<file path="config.mk">
export PLATFORM = sky130hd
export DESIGN_NAME = sercom_core
export DESIGN_NICKNAME = d
export VERILOG_FILES = /design/src/rtl/sercom_pkg.sv /design/src/rtl/sercom_tick.sv /design/src/rtl/sercom_tx.sv /design/src/rtl/sercom_rx.sv /design/src/rtl/sercom_core.sv
export SDC_FILE = /design/constraint.sdc
export NUM_CORES = 1
export LEC_CHECK = 0
export ABC_AREA = 0
export BUFFER_PORTS_ARGS = -buffer_cell sky130_fd_sc_hd__buf_2
export CORE_UTILIZATION = 58
export CTS_CLUSTER_DIAMETER = 100
export DETAILED_ROUTE_END_ITERATION = 12
export HOLD_SLACK_MARGIN = 0.03
export PLACE_DENSITY = 0.87
export SYNTH_ARGS = -nofsm -noshare
export SYNTH_HDL_FRONTEND = slang
export SYNTH_SLANG_ARGS = --single-unit
</file>
<file path="constraint.sdc">
create_clock -name clk -period 2.7 [get_ports clk]
set_input_delay 0.135 -clock clk [delete_from_list [all_inputs] [get_ports clk]]
set_output_delay 0.135 -clock clk [all_outputs]
set_load 0.02 [all_outputs]
</file>
<file path="src/rtl/sercom_pkg.sv">
package sercom_pkg;

  typedef enum logic [1:0] {
    TX_IDLE,
    TX_START,
    TX_DATA,
    TX_STOP
  } tx_state_e;

  typedef enum logic [2:0] {
    RX_IDLE,
    RX_START,
    RX_DATA,
    RX_STOP,
    RX_BRKWAIT
  } rx_state_e;

endpackage

</file>
<file path="src/rtl/sercom_tick.sv">
module sercom_tick #(
  parameter int DIV_W = 16
) (
  input  logic             clk,
  input  logic             rst_n,
  input  logic             clk_sel,
  input  logic [DIV_W-1:0] baud_div,
  input  logic             ext_sclk,
  output logic             tick
);

  logic [DIV_W-1:0] cnt_q, cnt_d;
  logic [2:0]       ext_q, ext_d;
  logic             int_tick;

  always_comb begin
    int_tick = (cnt_q == '0);
    cnt_d    = int_tick ? baud_div : cnt_q - 1'b1;
    ext_d    = {ext_q[1:0], ext_sclk};
    tick     = clk_sel ? (ext_q[1] & ~ext_q[2]) : int_tick;
  end

  always_ff @(posedge clk or negedge rst_n) begin
    if (!rst_n) begin
      cnt_q <= '0;
      ext_q <= '0;
    end else begin
      cnt_q <= cnt_d;
      ext_q <= ext_d;
    end
  end

endmodule

</file>
<file path="src/rtl/sercom_tx.sv">
module sercom_tx
  import sercom_pkg::*;
#(
  parameter int DATA_W = 8,
  parameter int OVS    = 16
) (
  input  logic              clk,
  input  logic              rst_n,
  input  logic              tick,
  input  logic              pat_en,
  input  logic              block_in,
  input  logic [DATA_W-1:0] in_data,
  input  logic              in_valid,
  output logic              in_ready,
  output logic              line
);

  localparam int OVS_W = $clog2(OVS);
  localparam int BIT_W = $clog2(DATA_W);
  localparam logic [OVS_W-1:0] SUB_LAST = OVS_W'(OVS - 1);
  localparam logic [BIT_W-1:0] BIT_LAST = BIT_W'(DATA_W - 1);

  tx_state_e         st_q, st_d;
  logic [OVS_W-1:0]  sub_q, sub_d;
  logic [BIT_W-1:0]  bit_q, bit_d;
  logic [DATA_W-1:0] sh_q, sh_d;
  logic [DATA_W-1:0] pat_q, pat_d;

  always_comb begin
    st_d     = st_q;
    sub_d    = sub_q;
    bit_d    = bit_q;
    sh_d     = sh_q;
    pat_d    = pat_q;
    in_ready = (st_q == TX_IDLE) && !block_in;
    if (in_valid && in_ready) begin
      sh_d  = in_data;
      pat_d = in_data;
      st_d  = TX_START;
      sub_d = '0;
    end else if (tick && st_q != TX_IDLE) begin
      sub_d = sub_q + 1'b1;
      if (sub_q == SUB_LAST) begin
        case (st_q)
          TX_START: begin
            st_d  = TX_DATA;
            bit_d = '0;
          end
          TX_DATA: begin
            sh_d  = sh_q >> 1;
            bit_d = bit_q + 1'b1;
            if (bit_q == BIT_LAST) st_d = TX_STOP;
          end
          TX_STOP: begin
            if (pat_en) begin
              st_d = TX_START;
              sh_d = pat_q;
            end else begin
              st_d = TX_IDLE;
            end
          end
          default: st_d = TX_IDLE;
        endcase
      end
    end
  end

  always_comb begin
    case (st_q)
      TX_START: line = 1'b0;
      TX_DATA:  line = sh_q[0];
      default:  line = 1'b1;
    endcase
  end

  always_ff @(posedge clk or negedge rst_n) begin
    if (!rst_n) begin
      st_q  <= TX_IDLE;
      sub_q <= '0;
      bit_q <= '0;
      sh_q  <= '0;
      pat_q <= '0;
    end else begin
      st_q  <= st_d;
      sub_q <= sub_d;
      bit_q <= bit_d;
      sh_q  <= sh_d;
      pat_q <= pat_d;
    end
  end

endmodule

</file>
<file path="src/rtl/sercom_rx.sv">
module sercom_rx
  import sercom_pkg::*;
#(
  parameter int DATA_W = 8,
  parameter int OVS    = 16
) (
  input  logic              clk,
  input  logic              rst_n,
  input  logic              tick,
  input  logic              line,
  output logic [DATA_W-1:0] out_data,
  output logic              out_valid,
  input  logic              out_ready,
  output logic              brk,
  output logic              false_start
);

  localparam int OVS_W = $clog2(OVS);
  localparam int BIT_W = $clog2(DATA_W);
  localparam logic [OVS_W-1:0] SUB_LAST = OVS_W'(OVS - 1);
  localparam logic [OVS_W-1:0] SUB_MID  = OVS_W'(OVS / 2 - 1);
  localparam logic [BIT_W-1:0] BIT_LAST = BIT_W'(DATA_W - 1);

  rx_state_e         st_q, st_d;
  logic [OVS_W-1:0]  sub_q, sub_d;
  logic [BIT_W-1:0]  bit_q, bit_d;
  logic [DATA_W-1:0] sh_q, sh_d;
  logic [DATA_W-1:0] dat_q, dat_d;
  logic              vld_q, vld_d;
  logic              fs_q, fs_d;

  always_comb begin
    st_d  = st_q;
    sub_d = sub_q;
    bit_d = bit_q;
    sh_d  = sh_q;
    dat_d = dat_q;
    vld_d = vld_q;
    fs_d  = 1'b0;
    if (vld_q && out_ready) vld_d = 1'b0;
    if (tick) begin
      case (st_q)
        RX_IDLE: begin
          if (!line) begin
            st_d  = RX_START;
            sub_d = '0;
          end
        end
        RX_START: begin
          sub_d = sub_q + 1'b1;
          if (sub_q == SUB_MID) begin
            if (line) begin
              st_d = RX_IDLE;
              fs_d = 1'b1;
            end else begin
              st_d  = RX_DATA;
              sub_d = '0;
              bit_d = '0;
            end
          end
        end
        RX_DATA: begin
          sub_d = sub_q + 1'b1;
          if (sub_q == SUB_LAST) begin
            sh_d  = {line, sh_q[DATA_W-1:1]};
            bit_d = bit_q + 1'b1;
            if (bit_q == BIT_LAST) st_d = RX_STOP;
          end
        end
        RX_STOP: begin
          sub_d = sub_q + 1'b1;
          if (sub_q == SUB_LAST) begin
            if (line) begin
              dat_d = sh_q;
              vld_d = 1'b1;
              st_d  = RX_IDLE;
            end else if (sh_q == '0) begin
              st_d = RX_BRKWAIT;
            end else begin
              st_d = RX_IDLE;
            end
          end
        end
        RX_BRKWAIT: begin
          if (line) st_d = RX_IDLE;
        end
        default: st_d = RX_IDLE;
      endcase
    end
  end

  assign out_data    = dat_q;
  assign out_valid   = vld_q;
  assign brk         = (st_q == RX_BRKWAIT);
  assign false_start = fs_q;

  always_ff @(posedge clk or negedge rst_n) begin
    if (!rst_n) begin
      st_q  <= RX_IDLE;
      sub_q <= '0;
      bit_q <= '0;
      sh_q  <= '0;
      dat_q <= '0;
      vld_q <= 1'b0;
      fs_q  <= 1'b0;
    end else begin
      st_q  <= st_d;
      sub_q <= sub_d;
      bit_q <= bit_d;
      sh_q  <= sh_d;
      dat_q <= dat_d;
      vld_q <= vld_d;
      fs_q  <= fs_d;
    end
  end

endmodule

</file>
<file path="src/rtl/sercom_core.sv">
module sercom_core #(
  parameter int DIV_W  = 16,
  parameter int DATA_W = 8,
  parameter int OVS    = 16
) (
  input  logic              clk,
  input  logic              rst_n,
  input  logic              ext_sclk,
  input  logic              clk_sel,
  input  logic [DIV_W-1:0]  baud_div,
  input  logic [DATA_W-1:0] tx_data,
  input  logic              tx_valid,
  output logic              tx_ready,
  output logic [DATA_W-1:0] rx_data,
  output logic              rx_valid,
  input  logic              rx_ready,
  output logic              txd,
  input  logic              rxd,
  input  logic              loop_en,
  input  logic              echo_en,
  input  logic              pat_en,
  output logic              rx_break,
  output logic              rx_false_start
);

  logic [1:0] rst_q;
  logic       rst_n_s;
  logic [1:0] rxs_q;
  logic       tick;
  logic       tx_line;
  logic       rx_line;

  // reset: asserted at once, released on the clock
  always_ff @(posedge clk or negedge rst_n) begin
    if (!rst_n) rst_q <= 2'b00;
    else        rst_q <= {rst_q[0], 1'b1};
  end
  assign rst_n_s = rst_q[1];

  always_ff @(posedge clk or negedge rst_n_s) begin
    if (!rst_n_s) rxs_q <= 2'b11;
    else          rxs_q <= {rxs_q[0], rxd};
  end

  sercom_tick #(.DIV_W(DIV_W)) tick_i (
    .clk      (clk),
    .rst_n    (rst_n_s),
    .clk_sel  (clk_sel),
    .baud_div (baud_div),
    .ext_sclk (ext_sclk),
    .tick     (tick)
  );

  sercom_tx #(.DATA_W(DATA_W), .OVS(OVS)) tx_i (
    .clk      (clk),
    .rst_n    (rst_n_s),
    .tick     (tick),
    .pat_en   (pat_en),
    .block_in (echo_en),
    .in_data  (tx_data),
    .in_valid (tx_valid),
    .in_ready (tx_ready),
    .line     (tx_line)
  );

  assign rx_line = loop_en ? tx_line : rxs_q[1];
  assign txd     = loop_en ? 1'b1 : (echo_en ? rxs_q[1] : tx_line);

  sercom_rx #(.DATA_W(DATA_W), .OVS(OVS)) rx_i (
    .clk         (clk),
    .rst_n       (rst_n_s),
    .tick        (tick),
    .line        (rx_line),
    .out_data    (rx_data),
    .out_valid   (rx_valid),
    .out_ready   (rx_ready),
    .brk         (rx_break),
    .false_start (rx_false_start)
  );

endmodule

</file>
Word level (Yosys, flattened, before mapping)
Cells that the tools add are included.
- register bits: 76
- bits of input ports: 34
- output and inout port bits: 13
- word-level logic and storage cells: 117
- add/subtract/negate cells: 5
- eq/ne operators: 21
- multiplexer cells: 47
- bitwise logic cells: 3
- reductions and logical operators: 25
- operator list (kind ; number):
    $mux 3 ; 11
    $mux 8 ; 4
    $mux 4 ; 5
    $logic_not 16->1 ; 1
    $mux 16 ; 1
    $pmux 8 s2 ; 1
    $sub 16x1->16 const B ; 1
    $pmux 3 s5 ; 1
    $mux 1 ; 14
    $pmux 3 s2 ; 2
    $pmux 4 s3 ; 1
    $reduce_and 4->1 ; 3
    $mux 2 ; 5
    $ne 2x1->1 const B ; 5
    $reduce_bool 2->1 ; 5
    $eq 3x3->1 const B ; 3
    $reduce_and 3->1 ; 3
    $add 4x1->4 const B ; 2
    $eq 4x4->1 const B ; 2
    $logic_not 8->1 ; 1
    $reduce_and 7->1 ; 1
    $add 3x1->3 const B ; 2
    $eq 3x2->1 const B ; 2
    $pmux 2 s3 ; 1
    other kinds (17) ; 24

Depth between registers and ports, before layout
Gate-level depths: netlist (run 1).
- word-level depth: 7
- depth in mapped cells: 8
- mapped depth without buffers: 7

By module
From an unflattened synthesis (run 1), not the netlist that was laid out.
- cells, all modules: 353
- area, all modules: 4006.3 µm²
- by module, submodules not included (module ; instances ; cells an instance ; area each (µm²) ; sequential area each (µm²)):
    sercom_tx ; 1 ; 144 ; 1457.6 ; 625.6
    sercom_rx ; 1 ; 109 ; 1415.1 ; 700.7
    sercom_tick ; 1 ; 92 ; 1001.0 ; 475.5
    sercom_core ; 1 ; 8 ; 132.6 ; 102.6

Worst setup path before layout (run 1)
OpenSTA, ideal clock, no wires.
- kind: reg-to-reg
- start: reg tx_i.st_q[0]
- end: reg rx_i.dat_q[0], in the netlist rx_i.out_data[0]
- library setup time: 0.125 ns
- arrival: 2.434 ns
- required time: 2.575 ns
- path slack: 0.142 ns
- cell stages (with the launch flop): 8
- buffers on the path: 0
- period minus slack after synthesis: 2.558 ns
- cells stage by stage: dfrtp_1 -> inv_1 -> ha_1 -> nand2b_1 -> a31oi_1 -> or3b_2 -> nor4_4 -> mux2_2
- longest elaborated chain between the ends: 4
- elaborated cells between the ends (all ways): 5
- classes of those cells: eq/ne: 2; mux: 2; reduce/logical: 1
- RTL lines (item ; RTL line ; text):
    start, declared ; sercom_tx.sv:23 ; tx_state_e st_q, st_d;
    start signal, assigned ; sercom_tx.sv:84 ; st_q <= st_d;
    $eq 2x2->1 / $eq 2x1->1 (equally long branches) ; sercom_tx.sv:69 ; case (st_q)
    $pmux 1 s2 (*) ; sercom_tx.sv:69 ;
    $mux 1 (*) ; sercom_core.sv:66 ; assign rx_line = loop_en ? tx_line : rxs_q[1];
    $reduce_and 4->1 (no line) (*) ; -- ;
    end signal, assigned ; sercom_rx.sv:111 ; dat_q <= dat_d;
    end, declared ; sercom_rx.sv:28 ; logic [DATA_W-1:0] dat_q, dat_d;
Mark *: on every way between the ends. The rest lies on a longest branch, timed or not.
A chain may end at the register's enable or synchronous reset.

Final worst setup path (run 1)
- start: reg tx_i.st_q[0]
- end: reg rx_i.dat_q[5], in the netlist rx_i.out_data[5]
Same word-level chain as after synthesis.

==> results.md, run 1 <==
* Setup repair after global routing missed its margin: no
* Deepest level of the CTS H-tree at 3
* Reg2reg path depth at 8
* Count leader, synth: sky130_fd_sc_hd__dfrtp_1
* Count of pins on the block boundary at 47
* Total of flip-flops plus latches after synthesis at 76
* Start of the worst register-to-register path: tx_i.st_q[0]
* Worst hold-check slack at 0.0417 ns
* Share of the synthesized area in compound gates (AO/OA/AOI/OAI) at 0.127
* Sink count of the clock tree at 76
* Post-cts gate resize count at 0
* Number of fill cells at roughly 400
* Clock transition time at the flip-flop clock pins of the worst setup and hold paths at roughly 0.09 ns
* Number of maximum-capacitance violations at 0
* Worst IR drop on VDD at 0.481 mV
* Placement-stage cell area at 4130 sq um
* Fraction of registers with async set or reset after synthesis at 1.00
* Combined area of all synthesized cells at 3730 sq um
* Routability cong. at 0.856
* Setup slack, reg-to-reg at 0.19 ns
* Kind of critical path: reg2reg
* Hold Vio Cnt, Final at 0
* 1st-pass router iterations at 4
* Post-synthesis to final-layout area growth at 20.0%
* P_leak at about 2.1 nW
* DRC violations left at 0
* Number of antenna violations at the first check in global routing at 0
* GRT overflow at 0
* Number of buffers on the longest clock path at 2
* Type of element capturing the critical path: register
* Setup slack after placement at 0.219 ns
* Fraction of synthesized cell area taken by the top area cell type at 0.497
* Top achievable clock speed at 398 MHz
* Die extent in y at 82.2 um
* Max-slew violation total from the final report at 0
* Crit-path max FO at 9
* Endpoints failing setup at 0
* Antenna diode count at 0
* Ratio of routed vias to standard cells at 5.94
* Synth Area in XOR/XNOR at 0.0211
* Net count after synthesis at 380
* Timing startpoint of the critical path: tx_i.st_q[0]
* First-pass GRT wire length at 13,000 um
* Setup WS post-layout at 0.188 ns
* Via count of the first global-routing pass at 2,820
* Number of distinct library cells after synthesis at 51
* Accumulated negative setup slack at 0 ns
* Layout Skew at 0.0122 ns
* Post-synthesis instance total at 334
* TritonCTS clock tree: built
* Share of final-layout standard cells stronger than drive strength 1 at 0.283
* Overall die width at approximately 82 um
* Multiplexer area fraction after synthesis at 0.105
* Top cells by count, synth: 74 x sky130_fd_sc_hd__dfrtp_1, 34 x sky130_fd_sc_hd__nand2_1, 25 x sky130_fd_sc_hd__mux2_2
* Post-route minimum period at 2.51 ns
* Yosys warnings at 0
* Number of input and output port buffers inserted at 46
* Total Wirelength at 7770 um
* Mean instance size in the synthesized netlist at 11.2 sq um
* Floorplan Core Area at 6060 sq um
* Largest net degree at the start of global routing at 45
* Terminus of the critical flop-to-flop path: rx_i.out_data[5]
* Synthesized-area fraction occupied by adder cells at 0.0403
* Prevailing post-synth register cell: sky130_fd_sc_hd__dfrtp_1
* Final instance area at 4470 sq um
* Run status: complete, no violations
* CTS Root Cell: sky130_fd_sc_hd__clkbuf_8
* Total power per unit cell area at ~740 nW/um^2
* Placed wire-length estimate at 5300 um
* Critical path endpoint: rx_i.out_data[5]
* Top cells by area in the synthesized netlist: sky130_fd_sc_hd__dfrtp_1 50%, sky130_fd_sc_hd__mux2_2 7.6%, sky130_fd_sc_hd__ha_1 4.0%
* Type of element launching the critical path: register
* Starting density of the core at 0.615
* Portion of the clock cycle consumed by the worst path in the final layout at 0.930
* Die area at 6750 sq um
* Std-Cell Rows at 28
* Clock latency reported for the late side of the worst-skew pair at roughly 0.35 ns
* Final-stage net count at 455
* Max-Slew Margin vs Limit at 0.525
* Sequential-to-total area share from yosys stat at 0.511
* Simple-gate share of the synthesized area at 0.171
* CP Data Arrival Time at 2.76 ns
* Number of buffers created by CTS at 9
* Average wire per standard cell at 15.9 um
* EDFF count, synth at 0
* Vias at 2,905
* Hold crit path type: in2reg
* Data required, critical path at approximately 3.0 ns
* Dominant cell type by area after synthesis: sky130_fd_sc_hd__dfrtp_1
* Slew of the pin with the lowest slew margin at around 0.71 ns
* Combined global-route utilization of all metal layers at 0.256
* Antenna violation net count after detailed routing at 0
* Largest family of logic cells by synthesized area: simple AND/OR/NAND/NOR gates
* Number of DRC markers after the initial detailed-route iteration at 210
* Count of buffers added by post-CTS timing repair for setup at 0
[cell usage in the layout, fill, tap and decap left out, types with 4 or more instances in the layout]
cell	count
sky130_fd_sc_hd__nor2b_1	6
sky130_fd_sc_hd__clkbuf_8	9
sky130_fd_sc_hd__and3_1	7
sky130_fd_sc_hd__a21o_1	7
sky130_fd_sc_hd__nand3_1	8
sky130_fd_sc_hd__ha_1	12
sky130_fd_sc_hd__dfrtp_1	73
sky130_fd_sc_hd__nor2_1	16
sky130_fd_sc_hd__xor2_1	5
sky130_fd_sc_hd__nand2_1	34
sky130_fd_sc_hd__nor3b_1	4
sky130_fd_sc_hd__buf_2	46
sky130_fd_sc_hd__mux2i_1	10
sky130_fd_sc_hd__inv_6	4
sky130_fd_sc_hd__inv_1	11
sky130_fd_sc_hd__dlygate4sd3_1	16
sky130_fd_sc_hd__buf_4	13
sky130_fd_sc_hd__nor4_1	5
sky130_fd_sc_hd__o21ai_0	19
sky130_fd_sc_hd__mux2_2	25
sky130_fd_sc_hd__a21oi_1	10
sky130_fd_sc_hd__xnor2_1	4
sky130_fd_sc_hd__a221o_1	8
[routing by layer]
layer  track usage  vias up  wire, um
met4         0.102        0       119
met1         0.344     1428      3540
met5             0        -         0
met2         0.408       95      3730
met3        0.0495       12       382
li1              -     1370         -
[registers in the layout (all words and copies together), names as in the netlist, 2 cells and up]
name	cells
rst_q	2
rx_i.bit_q	3
rx_i.out_data	8
rx_i.sh_q	8
rx_i.st_q	3
rx_i.sub_q	4
rxs_q	2
tick_i.cnt_q	16
tick_i.ext_q	3
tx_i.bit_q	3
tx_i.pat_q	8
tx_i.sh_q	8
tx_i.st_q	2
tx_i.sub_q	4
[power by group]
part / leakage, nW / switching, mW / internal [mW]
Sequential: 0.915 / 0.237 / 1.38
Combinational: 1.07 / 0.418 / 0.433
Clock: 0.0971 / 0.477 / 0.357
[kinds of logic after synthesis]
logic type / count (synthesis)
buffers and inverters: 23
other: 1
DFF: 76
AOI/OAI and AO/OA: 66
and+or+nand+nor: 111
muxes: 36
adders and majority gates: 12
xor gates and xnor gates: 9
[layout make-up]
class / count / area [sq um] / share of cell area
clock buffer: 9 / 124 / 0.0277
clock inverter: 7 / 63.8 / 0.0143
inverter: 11 / 41.3 / 0.00923
multi-input combinational: 235 / 1740 / 0.388
sequential: 76 / 1910 / 0.426
tap: 75 / 93.8 / 0.0210
timing repair buffer: 76 / 508 / 0.114
[worst min path at each step]
stage                            from              end  slack (ns)  depth (start not counted)
final                     baud_div[0]  tick_i.cnt_q[0]        0.04                          3
after global placement          rst_n         rst_q[0]       -0.08                          1
after floorplan                 rst_n         rst_q[0]       -0.16                          0
after detailed placement        rst_n         rst_q[0]       -0.08                          1
after global routing         rx_ready   rx_i.out_valid        0.05                          3
after CTS                 baud_div[0]  tick_i.cnt_q[0]        0.03                          3
[metrics by stage]
stage          total power [mW]  utilization  instances
2_1_floorplan              2.21            -        334
3_3_place_gp               2.39        0.681        457
3_5_place_dp               2.45        0.681        457
4_1_cts                    3.31        0.738        489
5_1_grt                    3.51        0.738        489
6_report                   3.31        0.738        489
[repair_timing]
action / CTS / global route
endpoints found under the setup margin: 0 / 0
hold buffers: 16 / 0
hold endpoints to repair: 18 / 0
[worst max-delay path, stage by stage, from the launching register on]
cell	delay, ns
sky130_fd_sc_hd__dfrtp_1	0.44
sky130_fd_sc_hd__inv_1	0.11
sky130_fd_sc_hd__ha_1	0.27
sky130_fd_sc_hd__nand2b_1	0.16
sky130_fd_sc_hd__a31oi_1	0.10
sky130_fd_sc_hd__or3b_2	0.52
sky130_fd_sc_hd__nor4_4	0.23
sky130_fd_sc_hd__buf_4	0.22
sky130_fd_sc_hd__mux2_2	0.35
No activity file was read; power rests on OpenSTA's default activity.
==> run 2, diff against run 1 <==
--- a/config.mk
+++ b/config.mk
@@ -7,11 +7,11 @@
 export LEC_CHECK = 0
 export ABC_AREA = 0
 export BUFFER_PORTS_ARGS = -buffer_cell sky130_fd_sc_hd__buf_2
-export CORE_UTILIZATION = 58
+export CORE_UTILIZATION = 52
 export CTS_CLUSTER_DIAMETER = 100
 export DETAILED_ROUTE_END_ITERATION = 12
 export HOLD_SLACK_MARGIN = 0.03
-export PLACE_DENSITY = 0.87
+export PLACE_DENSITY = 0.83
 export SYNTH_ARGS = -nofsm -noshare
 export SYNTH_HDL_FRONTEND = slang
 export SYNTH_SLANG_ARGS = --single-unit
==> constraint.sdc (replaced) <==
create_clock -name clk -period 2.1 [get_ports clk]
set_input_delay 0.105 -clock clk [delete_from_list [all_inputs] [get_ports clk]]
set_output_delay 0.105 -clock clk [all_outputs]
set_load 0.02 [all_outputs]
==> run 2 against run 1 <==
  * The run now ends with setup timing left
  * Cell area increased by 16%
  * Clock skew increased by 0.0038 ns
  * Sequential cell count unchanged
  * Largest power group unchanged
==> results.md, run 2 (synthesized netlist as in run 1, its figures left out) <==
* Number of DRC markers after the initial detailed-route iteration at 244 (was 210)
* Ratio of routed vias to standard cells at 5.52 (was 5.94)
* Met1 Use GR at 0.358 (was 0.344)
* Number of buffers on the longest clock path at 2 (unchanged)
* CTS Root Cell: sky130_fd_sc_hd__clkbuf_8 (unchanged)
* Post-layout power at 4.88 mW (was 3.31 mW)
* CP Data Arrival Time at 2.52 ns (was 2.76 ns)
* Average wire per standard cell at 16.7 um (was 15.9 um)
* Setup slack after placement at -0.194 ns (was 0.219 ns)
* Worst IR drop on VDD at 0.615 mV (was 0.481 mV)
* Routability cong. at 0.831 (was 0.856)
* Gr busiest metal: met2 (unchanged)
* Met3 routing resource usage after global routing at 0.0514 (was 0.0495)
* Timing startpoint of the critical path: tick_i.cnt_q[2] (was tx_i.st_q[0])
* Fraction of power consumed by sequential logic at 0.419 (was 0.491)
* Die extent in y at 86.7 um (was 82.2 um)
* Type of element launching the critical path: register (unchanged)
* Most common library cell in the layout ignoring fill and taps: sky130_fd_sc_hd__dfrtp_1 (unchanged)
* Deepest level of the CTS H-tree at 3 (unchanged)
* Sink count of the clock tree at 76 (unchanged)
* Violations in the final reports: setup timing
* Switching Fraction at 0.332 (was 0.342)
* Setup slack, reg-to-reg at -0.16 ns (was 0.19 ns)
* Cell-internal power at 3.26 mW (was 2.17 mW)
* Number of placed instances with taps included at 514 (was 457)
* GRT overflow at 0 (unchanged)
* Run status: finished with violations (was complete, no violations)
* Die area at 7510 sq um (was 6750 sq um)
* Share of final-layout standard cells stronger than drive strength 1 at 0.397 (was 0.283)
* Final-stage net count at 504 (was 455)
* Post-route minimum period at 2.26 ns (was 2.51 ns)
* Placed wire-length estimate at 5690 um (was 5300 um)
* Data required, critical path at 2.36 ns (was 2.95 ns)
* Crit-path max FO at 8 (was 9)
* Number of input and output port buffers inserted at 46 (unchanged)
* Antenna diode count at 0 (unchanged)
* Accumulated negative setup slack at -2.78 ns (was 0 ns)
* Count of pins on the block boundary at 47 (unchanged)
* Setup WS post-layout at -0.160 ns (was 0.188 ns)
* Number of antenna violations at the first check in global routing at 0 (unchanged)
* Highest-count cells in the layout ignoring fill and taps: 73 x sky130_fd_sc_hd__dfrtp_1, 54 x sky130_fd_sc_hd__buf_4, 46 x sky130_fd_sc_hd__buf_2 (was 73 x sky130_fd_sc_hd__dfrtp_1, 46 x sky130_fd_sc_hd__buf_2, 34 x sky130_fd_sc_hd__nand2_1)
* Portion of total power attributed to combinational logic at 0.321 (was 0.257)
* Reg2reg path depth at 6 (was 8)
* Layout Skew at 0.0159 ns (was 0.0122 ns)
* Largest register by flop count: tick_i.cnt_q (unchanged)
* Number of maximum-capacitance violations at 0 (unchanged)
* Start of the worst register-to-register path: tick_i.cnt_q[2] (was tx_i.st_q[0])
* Floorplan Core Area at 6870 sq um (was 6060 sq um)
* TritonCTS clock tree: built (unchanged)
* Std-Cell Rows at 30 (was 28)
* Type of element capturing the critical path: register (unchanged)
* Final cell count without fillers at 559 (was 489)
* Portion of the clock cycle consumed by the worst path in the final layout at 1.08 (was 0.930)
* Overall die width at 86.7 um (was 82.2 um)
* Met2 track utilization from global routing at 0.413 (was 0.408)
* Hold Vio Cnt, Final at 0 (unchanged)
* Final instance area at 5180 sq um (was 4470 sq um)
* Total power per unit cell area at 942 nW/um^2 (was 739 nW/um^2)
* Clock transition time at the flip-flop clock pins of the worst setup and hold paths at 0.09 ns (about the same)
* Starting density of the core at 0.543 (was 0.615)
* Top achievable clock speed at 442 MHz (was 398 MHz)
* Post-Route Utilization at 0.754 (was 0.738)
* Flip-flop count of the largest register after layout at 16 (unchanged)
* Placement-stage cell area at 4480 sq um (was 4130 sq um)
* Number of buffers created by CTS at 9 (unchanged)
* Clock latency reported for the late side of the worst-skew pair at 0.36 ns (was 0.35 ns)
* Hold crit path type: in2async (was in2reg)
* Vias at 3,083 (was 2,905)
* P_leak at 2.40 nW (was 2.08 nW)
* Post-synthesis to final-layout area growth at 39.0% (was 20.0%)
* Antenna violation net count after detailed routing at 0 (unchanged)
* Terminus of the critical flop-to-flop path: rx_i.sh_q[0] (was rx_i.out_data[5])
* First-pass GRT wire length at 14,900 um (was 13,000 um)
* Via count of the first global-routing pass at 3,063 (was 2,820)
* Worst hold-check slack at 0.0577 ns (was 0.0417 ns)
* Endpoints failing setup at 37 (was 0)
* Number of fill cells at 441 (was 403)
* 1st-pass router iterations at 4 (unchanged)
* Setup repair after global routing missed its margin: yes (was no)
* Largest net degree at the start of global routing at 44 (was 45)
* Switching component of the power at 1.62 mW (was 1.13 mW)
* Combined global-route utilization of all metal layers at 0.263 (was 0.256)
* DRC violations left at 0 (unchanged)
* Kind of critical path: reg2reg (unchanged)
* Max-slew violation total from the final report at 0 (unchanged)
* Total Wirelength at 9320 um (was 7770 um)
* Clock network power share at 0.260 (was 0.252)
## run 2: layout make-up
class	instances	area, sq um	share of cell area
Multi-Input combinational cell	235	1990	0.384
Inverter	11	41.3	0.00797
Timing Repair Buffer	125	901	0.174
Clock inverter	7	97.6	0.0188
Clock buffer	9	124	0.0239
Tap cell	96	120	0.0232
Sequential cell	76	1910	0.368
## run 2: repair_timing
item / 4_1_cts / 5_1_grt
hold endpoints to repair: 23 / 0
pin swaps: 3 / 5
resized for setup: 20 / 27
setup buffers: 3 / 6
setup endpoints to repair: 37 / 47
hold buffers: 20 / 0
## run 2: how the worst max path moves through the flow
stage | end | slack (ns) | cells after the start
after floorplan | rx_i.out_data[0] | -0.22 | 5
after global placement | rx_i.out_data[6] | -0.17 | 6
after detailed placement | rx_i.out_data[5] | -0.19 | 6
after CTS | rx_i.sh_q[6] | -0.13 | 6
after global routing | rx_i.sub_q[0] | -0.22 | 9
final | rx_i.sh_q[0] | -0.16 | 6
## run 2: worst max-delay path, stage by stage, from the launching register on
cell	delay (ns)
sky130_fd_sc_hd__dfrtp_1	0.42
sky130_fd_sc_hd__nor4_4	0.39
sky130_fd_sc_hd__nand3b_4	0.13
sky130_fd_sc_hd__o32a_4	0.40
sky130_fd_sc_hd__nor4b_4	0.28
sky130_fd_sc_hd__buf_6	0.20
sky130_fd_sc_hd__mux2_4	0.31
## run 2: layer usage
metal,up-vias,part of all wire
li1,1460,-
met1,1525,0.45
met2,82,0.49
met3,16,0.036
met4,0,0.018
met5,-,0
## run 2: power groups by stage
| stage | Sequential, mW | Combinational, mW | Clock [mW] |
|---|---|---|---|
| 3_3_place_gp | 2.03 | 1.28 | 0 |
| 6_report | 2.05 | 1.57 | 1.27 |
| 3_5_place_dp | 2.04 | 1.35 | 0 |
| 2_1_floorplan | 2.03 | 0.864 | 0 |
| 4_1_cts | 2.02 | 1.40 | 1.27 |
| 5_1_grt | 2.08 | 1.71 | 1.35 |
